### config.mk
export PLATFORM = sky130hd
export DESIGN_NAME = usb_hirq_agg
export DESIGN_NICKNAME = d
export VERILOG_FILES = /design/src/rtl/hirq_pkg.sv /design/src/rtl/hirq_chan.sv /design/src/rtl/hirq_glob.sv /design/src/rtl/usb_hirq_agg.sv
export SDC_FILE = /design/constraint.sdc
export NUM_CORES = 1
export LEC_CHECK = 0
export BUFFER_PORTS_ARGS = -buffer_cell sky130_fd_sc_hd__buf_2
export CAP_MARGIN = 20
export CORE_ASPECT_RATIO = 1.25
export CORE_MARGIN = 5
export CORE_UTILIZATION = 60
export CTS_CLUSTER_SIZE = 40
export DETAILED_ROUTE_END_ITERATION = 6
export GPL_TIMING_DRIVEN = 0
export MAX_ROUTING_LAYER = met4
export PLACE_DENSITY = 0.85
export REMOVE_ABC_BUFFERS = 1
export SLEW_MARGIN = 10
export SYNTH_ARGS = -nofsm -noshare
export SYNTH_HDL_FRONTEND = slang
export SYNTH_HIERARCHICAL = 1
export SYNTH_SLANG_ARGS = --single-unit
### constraint.sdc
create_clock -name clk -period 5.18 [get_ports clk]
set_input_delay 0.518 -clock clk [delete_from_list [all_inputs] [get_ports clk]]
set_output_delay 0.518 -clock clk [all_outputs]
set_load 0.05 [all_outputs]
### src/rtl/hirq_pkg.sv
package hirq_pkg;
   localparam int STW       = 14;
   localparam int HALT_BIT  = 1;
   localparam int HCH_BIT   = 25;
   localparam int PORT_BIT  = 24;
   localparam int CH_BASE   = 'h100;
   localparam int CH_STRIDE = 'h20;
   localparam int OFF_CFG   = 'h000;
   localparam int OFF_GSTS  = 'h004;
   localparam int OFF_GMSK  = 'h008;
   localparam int OFF_SUM   = 'h010;
   localparam int OFF_SMSK  = 'h014;
   localparam int CH_CTL    = 0;
   localparam int CH_STS    = 2;
   localparam int CH_MSK    = 3;
   localparam logic [31:0] RO_MASK = (32'd1 << HCH_BIT) | (32'd1 << PORT_BIT);
endpackage

### src/rtl/hirq_chan.sv
module hirq_chan
   import hirq_pkg::*;
(
   input  logic           clk,
   input  logic           rst_n,
   input  logic           ctl_we,
   input  logic           sts_we,
   input  logic           msk_we,
   input  logic [31:0]    wdata,
   input  logic [STW-1:0] evt,
   output logic           en_o,
   output logic [STW-1:0] sts_o,
   output logic [STW-1:0] msk_o,
   output logic           hit_o
);
   logic           en_q;
   logic [STW-1:0] sts_q, msk_q, clr, halt_set;

   // disabling a running channel marks it halted
   assign halt_set = (ctl_we && en_q && !wdata[0]) ? STW'(1) << HALT_BIT : '0;
   assign clr      = sts_we ? wdata[STW-1:0] : '0;

   always_ff @(posedge clk or negedge rst_n) begin
      if (!rst_n) begin
         en_q  <= 1'b0;
         sts_q <= '0;
         msk_q <= '0;
      end else begin
         if (ctl_we) en_q <= wdata[0];
         if (msk_we) msk_q <= wdata[STW-1:0];
         // set sources win over a same-cycle clear
         sts_q <= (sts_q & ~clr) | evt | halt_set;
      end
   end

   assign en_o  = en_q;
   assign sts_o = sts_q;
   assign msk_o = msk_q;
   assign hit_o = |(sts_q & msk_q);
endmodule

### src/rtl/hirq_glob.sv
module hirq_glob
   import hirq_pkg::*;
(
   input  logic        clk,
   input  logic        rst_n,
   input  logic        cfg_we,
   input  logic        sts_we,
   input  logic        msk_we,
   input  logic [31:0] wdata,
   input  logic        hch_i,
   input  logic        port_i,
   input  logic [31:0] sys_evt_i,
   output logic        gie_o,
   output logic [31:0] gsts_o,
   output logic [31:0] gmsk_o,
   output logic        lvl_o,
   output logic        irq_o
);
   logic        gie_q, irq_q;
   logic [31:0] sys_q, gmsk_q, clr;

   assign clr = sts_we ? wdata : '0;

   always_ff @(posedge clk or negedge rst_n) begin
      if (!rst_n) begin
         gie_q  <= 1'b0;
         gmsk_q <= '0;
         sys_q  <= '0;
      end else begin
         if (cfg_we) gie_q <= wdata[0];
         if (msk_we) gmsk_q <= wdata;
         sys_q <= ((sys_q & ~clr) | sys_evt_i) & ~RO_MASK;
      end
   end

   assign gsts_o = sys_q | ({31'd0, hch_i} << HCH_BIT) | ({31'd0, port_i} << PORT_BIT);
   assign gmsk_o = gmsk_q;
   assign gie_o  = gie_q;
   assign lvl_o  = gie_q && |(gsts_o & gmsk_q);

   always_ff @(posedge clk or negedge rst_n) begin
      if (!rst_n)              irq_q <= 1'b0;
      else if (lvl_o != irq_q) irq_q <= lvl_o;
   end

   assign irq_o = irq_q;
endmodule

### src/rtl/usb_hirq_agg.sv
module usb_hirq_agg
   import hirq_pkg::*;
#(
   parameter int NCH    = 4,
   parameter int ADDR_W = 12
) (
   input  logic                clk,
   input  logic                rst_n,
   input  logic                reg_we,
   input  logic [ADDR_W-1:0]   reg_addr,
   input  logic [31:0]         reg_wdata,
   output logic [31:0]         reg_rdata,
   input  logic [NCH*STW-1:0]  chan_evt,
   input  logic                port_pend,
   input  logic [31:0]         sys_evt,
   output logic                irq_o
);
   localparam int WIN_W = ADDR_W - 5;

   if (NCH < 1 || NCH > 32) begin : g_bad_nch
      $error("NCH must lie in 1..32");
   end
   if (CH_BASE + NCH * CH_STRIDE > (1 << ADDR_W)) begin : g_bad_aw
      $error("ADDR_W too small for the channel windows");
   end

   logic [NCH-1:0]     ch_sel, ch_en, sum_w;
   logic [NCH*STW-1:0] ch_sts_w, ch_msk_w;
   logic [NCH-1:0]     smsk_q;
   logic [31:0]        gsts_w, gmsk_w;
   logic               gie_w, lvl_w, hch_w;
   logic [2:0]         woff;

   assign woff = reg_addr[4:2];

   for (genvar c = 0; c < NCH; c++) begin : g_ch
      localparam logic [WIN_W-1:0] WIN = WIN_W'((CH_BASE + c * CH_STRIDE) >> 5);
      assign ch_sel[c] = (reg_addr[ADDR_W-1:5] == WIN);

      hirq_chan u_ch (
         .clk    (clk),
         .rst_n  (rst_n),
         .ctl_we (reg_we && ch_sel[c] && woff == 3'(CH_CTL)),
         .sts_we (reg_we && ch_sel[c] && woff == 3'(CH_STS)),
         .msk_we (reg_we && ch_sel[c] && woff == 3'(CH_MSK)),
         .wdata  (reg_wdata),
         .evt    (chan_evt[c*STW +: STW]),
         .en_o   (ch_en[c]),
         .sts_o  (ch_sts_w[c*STW +: STW]),
         .msk_o  (ch_msk_w[c*STW +: STW]),
         .hit_o  (sum_w[c])
      );
   end

   always_ff @(posedge clk or negedge rst_n) begin
      if (!rst_n) smsk_q <= '0;
      else if (reg_we && reg_addr == ADDR_W'(OFF_SMSK)) smsk_q <= reg_wdata[NCH-1:0];
   end

   assign hch_w = |(sum_w & smsk_q);

   hirq_glob u_glob (
      .clk       (clk),
      .rst_n     (rst_n),
      .cfg_we    (reg_we && reg_addr == ADDR_W'(OFF_CFG)),
      .sts_we    (reg_we && reg_addr == ADDR_W'(OFF_GSTS)),
      .msk_we    (reg_we && reg_addr == ADDR_W'(OFF_GMSK)),
      .wdata     (reg_wdata),
      .hch_i     (hch_w),
      .port_i    (port_pend),
      .sys_evt_i (sys_evt),
      .gie_o     (gie_w),
      .gsts_o    (gsts_w),
      .gmsk_o    (gmsk_w),
      .lvl_o     (lvl_w),
      .irq_o     (irq_o)
   );

   always_comb begin
      reg_rdata = '0;
      if (reg_addr == ADDR_W'(OFF_CFG))  reg_rdata = {31'd0, gie_w};
      if (reg_addr == ADDR_W'(OFF_GSTS)) reg_rdata = gsts_w;
      if (reg_addr == ADDR_W'(OFF_GMSK)) reg_rdata = gmsk_w;
      if (reg_addr == ADDR_W'(OFF_SUM))  reg_rdata = 32'(sum_w);
      if (reg_addr == ADDR_W'(OFF_SMSK)) reg_rdata = 32'(smsk_q);
      for (int c = 0; c < NCH; c++) begin
         if (ch_sel[c]) begin
            if (woff == 3'(CH_CTL)) reg_rdata = {31'd0, ch_en[c]};
            if (woff == 3'(CH_STS)) reg_rdata = 32'(ch_sts_w[c*STW +: STW]);
            if (woff == 3'(CH_MSK)) reg_rdata = 32'(ch_msk_w[c*STW +: STW]);
         end
      end
   end
endmodule

==> metrics, run 1 <==
core region area 15000 µm²; clock transition at the registers of the reported paths 0.06 ns; effective utilization at floorplan 61.2%; synth warn 6; Clk Latency, worst-skew pair 0.43 ns; Req. time, crit path 4.66 ns; Crit path arrival time 2.89 ns; Final HPWL DP 17.8 mm; clk root buf clkbuf_16; area of the mapped netlist 9150 µm²; quantity of gates resized following cts 0; per-cell via count in the routed design 6.53; drt initial violations 799; largest fanout on the critical path 75; routed length per placed instance 22.8 µm; die span in y 148 µm; Global Route Usage Sum 30.6%; area added between synthesis and finish 17.1%; reported max-cap violation count 0; number of placed cells counting well taps 1094; pwr/cell area 293 nW/µm²; count of hold-fix buffers inserted at cts 0; number of nets in the final layout 1068; total number of H-tree levels 4; minimum clock period 3.41 ns; clock net sink count 184; number of CTS-inserted buffers 17; total number of vias 7386; leakage dissipation 4.56 nW; # port buffers 166; Mapped Avg Cell Area 11.7 µm²; post-detailed-placement cell area 10000 µm²; first-pass GRT wire length 41.7 mm; Slowest-stage cell, CP and4_2; Clock Tree Buf Depth 2; routability cong. 0.912; initial antenna violation count 4; non-filler cells, final 1131; I/O pin cnt 169; Slew Viols, Final 0; outcome complete, no violations; maximum number of pins on one net before global-route repair 114; element type at the critical path start primary input; CTS tree yes; remaining max-slew budget at the tightest pin 39.9%; Worst-Margin Slew 0.902 ns; fraction of the cycle the final worst path needs 65.8%; Peak Freq 294 MHz; Antenna Nets Post-Route 0; Setup Fix Bufs, Post-CTS 0; Critical Path, Cell by Cell buf_4, nor4_1, and4_2, a32oi_1, a2bb2oi_1, o21ai_1, buf_2; CP Capture Type primary output; total count of hold-check failures in the final report 0; setup repair after global routing missed its margin false; setup_tns 0 ns; first drt pass iteration count 5; Post-Syn Instances 784; total non-filler cell area in the finished layout 10700 µm²; utilization after layout 71.6%; fraction of final layout cells sized beyond drive strength 1 35.3%; row count 50; Setup Crit Path Kind primary input to primary output; type of the worst min-delay path primary input to async pin; Worst Clk Skew 0.00531 ns; total congestion overflow 0; final setup violation count 0; IR drop worst, VDD 0.000223 V; total wire length after detailed routing 25.7 mm; post-detailed-route DRC marker count 0; die footprint 17800 µm²; Filler Cell Count 1041; maximum cell stage delay along the critical path 0.75 ns; number of global-route vias before repair 7731; die width 120 µm
==> stage by stage <==
| step | hold slack (ns) | total power [W] | setup slack (ns) |
|---|---|---|---|
| after floorplan | 0.222 | 0.00154 | 2.10 |
| after global placement | 0.485 | 0.00168 | 0.652 |
| after detailed placement | 0.491 | 0.00169 | 1.76 |
| after CTS | 0.0624 | 0.00315 | 1.80 |
| after global routing | 0.0876 | 0.00324 | 1.64 |
| final | 0.0508 | 0.00314 | 1.77 |
==> final timing paths <==
path | from | end | slack (ns) | cells past startpoint
min in group clk | sys_evt[12] | u_glob/sys_q[12] | 0.25 | 2
worst min-delay path | rst_n | u_glob/sys_q[28] | 0.05 | 1
worst max register to register | g_ch[3].u_ch/msk_o[3] | u_glob/irq_o | 2.73 | 8
worst max-delay path | reg_addr[2] | reg_rdata[1] | 1.77 | 7
max in group asynchronous | rst_n | g_ch[0].u_ch/en_o | 4.18 | 2
worst min register to register | u_glob/sys_q[14] | u_glob/sys_q[14] | 0.50 | 1
==> placed cells by master (no fill, tap or decap), drive strengths merged, types with 9 or more instances in the layout <==
master  count
a21o       82
a21oi      17
a22o       24
a22oi      48
buf       173
clkbuf     17
dfrtp     184
mux2      104
mux2i      19
mux4        9
nand2     100
nand3      12
nand4      13
nor2       20
nor3        9
o211ai     10
o21ai      13
==> power breakdown <==
part,switching (W),internal [W],total [W]
Sequential,0.00000707,0.00144,0.00145
Combinational,0.000130,0.0000822,0.000212
Clock,0.000564,0.000907,0.00147
==> layout make-up <==
| type | count | area (µm²) | area share (%) |
|---|---|---|---|
| Antenna cell | 4 | 10.0 | 0.0935 |
| Clock inverter | 15 | 246 | 2.30 |
| Multi-Input combinational cell | 553 | 4250 | 39.7 |
| Tap cell | 182 | 228 | 2.13 |
| Clock buffer | 17 | 425 | 3.97 |
| Timing Repair Buffer | 173 | 935 | 8.73 |
| Sequential cell | 184 | 4600 | 43.0 |
| Inverter | 3 | 11.3 | 0.105 |
==> state kept, by name, summed over array words and instances, names as in the netlist <==
| register | cells |
|---|---|
| g_ch.u_ch/msk_o | 56 |
| smsk_q | 4 |
| g_ch.u_ch/sts_o | 56 |
| u_glob/gie_o | 1 |
| u_glob/gmsk_o | 32 |
| g_ch.u_ch/en_o | 4 |
| u_glob/sys_q | 30 |
| u_glob/irq_o | 1 |
==> routing by layer <==
layer | GRT usage (%) | up-vias | part of all wire, %
li1 | - | 3250 | -
met1 | 38.1 | 3660 | 38
met2 | 48.2 | 391 | 50
met3 | 6.70 | 85 | 7.7
met4 | 13.9 | 0 | 4.1
met5 | - | - | 0
==> worst max-delay path: cells and delay by family <==
family	cells	cell delay, ns
buffers and inverters	2	0.66
AO/OA/AOI/OAI	3	0.55
AND/OR/NAND/NOR	2	1.12
Note: power is estimated with default switching activity, not from simulation.
==> inputs of run 2 (changes only) <==
--- a/config.mk
+++ b/config.mk
@@ -5,16 +5,17 @@
 export SDC_FILE = /design/constraint.sdc
 export NUM_CORES = 1
 export LEC_CHECK = 0
+export ABC_AREA = 1
 export BUFFER_PORTS_ARGS = -buffer_cell sky130_fd_sc_hd__buf_2
 export CAP_MARGIN = 20
 export CORE_ASPECT_RATIO = 1.25
 export CORE_MARGIN = 5
-export CORE_UTILIZATION = 60
+export CORE_UTILIZATION = 52
 export CTS_CLUSTER_SIZE = 40
 export DETAILED_ROUTE_END_ITERATION = 6
 export GPL_TIMING_DRIVEN = 0
 export MAX_ROUTING_LAYER = met4
-export PLACE_DENSITY = 0.85
+export PLACE_DENSITY = 0.77
 export REMOVE_ABC_BUFFERS = 1
 export SLEW_MARGIN = 10
 export SYNTH_ARGS = -nofsm -noshare
==> constraint.sdc (replaced) <==
create_clock -name clk -period 3.06 [get_ports clk]
set_input_delay 0.306 -clock clk [delete_from_list [all_inputs] [get_ports clk]]
set_output_delay 0.306 -clock clk [all_outputs]
set_load 0.05 [all_outputs]
==> run 2 against run 1 <==
Effect of this change: the flow now finishes with violations (negative setup slack); non-clock buffer count grew 39; final area grew 16%; flip-flop and latch count is the same; core utilization shrank 7.6 points; worst hold slack lost 0.020 ns; final cell count grew 50%.
==> metrics, run 2 <==
outcome finished with violations; failing checks negative setup slack; post-detailed-route DRC marker count 0; Worst Clk Skew 0.0126 ns; number of CTS-inserted buffers 17; type of the worst min-delay path primary input to flop; Clk Latency, worst-skew pair 0.45 ns; synth warn 6; Setup Crit Path Kind flop to primary output; row count 57; Peak Freq 325 MHz; per-cell via count in the routed design 5.36; CP Capture Type primary output; number of nets in the final layout 1549; Slew Viols, Final 0; total count of hold-check failures in the final report 0; first-pass GRT wire length 44.9 mm; # port buffers 166; total number of vias 9088; initial antenna violation count 3; core region area 19500 µm²; final setup violation count 1; drt initial violations 719; maximum number of pins on one net before global-route repair 98; clk root buf clkbuf_16; post-layout total power 0.00498 W; Post-Syn Instances 1225; effective utilization at floorplan 52.8%; die width 136 µm; Final HPWL DP 19.3 mm; Crit path arrival time 2.78 ns; Filler Cell Count 1639; routed length per placed instance 16.8 µm; Req. time, crit path 2.75 ns; IR drop worst, VDD 0.000398 V; fraction of the cycle the final worst path needs 101%; reported max-cap violation count 0; CTS tree yes; total wire length after detailed routing 28.4 mm; area added between synthesis and finish 21.2%; I/O pin cnt 169; Clock Tree Buf Depth 2; most common cell after layout, fill and taps aside nand2_1; largest fanout on the critical path 3; minimum clock period 3.08 ns; setup_tns -0.0216 ns; Mapped Avg Cell Area 8.40 µm²; commonest cells after routing, fill and taps aside nand2_1, dfrtp_1, buf_2, nor2_1, a21o_1; pwr/cell area 399 nW/µm²; remaining max-slew budget at the tightest pin 28.4%; leakage dissipation 5.98 nW; clock transition at the registers of the reported paths 0.07 ns; die footprint 22700 µm²; utilization after layout 64.1%; element type at the critical path start flop; total congestion overflow 0; first drt pass iteration count 5; total number of H-tree levels 4; area of the mapped netlist 10300 µm²; number of global-route vias before repair 9036; Antenna Nets Post-Route 0; fraction of final layout cells sized beyond drive strength 1 28.2%; routability cong. 0.869; Worst-Margin Slew 1.07 ns; Sequential cell area 4600 µm²; footprint of the multi-input gates 5250 µm²; setup repair after global routing missed its margin true; final critical-path setup slack -0.0216 ns; clock net sink count 184; Global Route Usage Sum 25.5%; die span in y 167 µm
[run 2: cell types whose count changed in the layout (fill, tap and decap cells not counted), sizes merged, moves of 33 or more]
| cell | delta |
|---|---|
| inv | +69 |
| nand2 | +349 |
| nor2 | +78 |
| a22oi | -48 |
| buf | +33 |
| o21ai | +56 |
[run 2: final timing paths]
| path | from | to | slack [ns] | cells after the start |
|---|---|---|---|---|
| min | sys_evt[18] | u_glob/sys_q[18] | 0.03 | 2 |
| max | g_ch[0].u_ch/sts_o[1] | reg_rdata[0] | -0.02 | 27 |
| max in group asynchronous | rst_n | g_ch[2].u_ch/msk_o[10] | 1.72 | 4 |
| max reg2reg | g_ch[3].u_ch/msk_o[8] | u_glob/irq_o | 1.13 | 16 |
| min in group asynchronous | rst_n | g_ch[0].u_ch/sts_o[0] | 0.26 | 2 |
| min reg2reg | u_glob/sys_q[16] | u_glob/sys_q[16] | 0.50 | 1 |
[run 2: metrics by stage]
step,std cells,setup slack [ns],instance area [µm²],hold slack (ns)
after global routing,1694,-0.290,12500,0.0343
after floorplan,1177,-0.942,9960,0.0104
after detailed placement,1618,-0.858,11300,0.138
after global placement,1608,-2.22,11100,0.483
final,1694,-0.0216,12500,0.0311
after CTS,1669,0.00315,12100,0.0265
[run 2: power breakdown]
part           switching (W)  internal [W]
Clock               0.000972       0.00110
Sequential         0.0000116       0.00245
Combinational       0.000294      0.000152
[run 2: cell type report]
type	count	area share [%]
Timing Repair Buffer	212	10.9
Multi-Input combinational cell	915	42.1
Clock inverter	10	0.582
Tap cell	265	2.66
Sequential cell	184	36.9
Clock buffer	22	3.80
Inverter	80	2.91
Timing Repair inverter	3	0.150
Antenna cell	3	0.0602
[run 2: repair_timing]
action                                  CTS  global route
cloned                                    3             2
hold buffers                              1             0
pin swaps                                 5            29
buffers inserted                         15            17
gates resized for setup                  29            58
endpoints found under the hold margin    15             0
endpoints found under the setup margin   14            14
[run 2: routing by layer]
metal	vias to the layer above	global-route usage, %	share of wire [%]
met1	4315	30.8	40
met4	0	9.64	3.5
li1	4397	-	-
met3	62	5.79	6.5
met2	314	41.7	50
met5	-	-	0
[run 2: worst max-delay path, cell delays in order, from the launching register on]
cell and delay, ns:
dfrtp_1 0.41, nand2_1 0.07, nand2_1 0.06, inv_1 0.05, nand2_1 0.06, nor2_1 0.10
nand2_1 0.09, inv_1 0.06, nand2_1 0.05, nand3b_1 0.09, nand3_1 0.08, nand2_1 0.09
nand2_1 0.06, nand2_1 0.06, nand3_1 0.08, nand2_1 0.08, nand2_1 0.05, nand2_1 0.07
nand3_1 0.07, nand2_1 0.08, nand2_1 0.06, nand2_1 0.06, nand3_1 0.06, nand2_1 0.08
nand2_1 0.05, nand2_1 0.05, nand2_1 0.07, buf_6 0.16
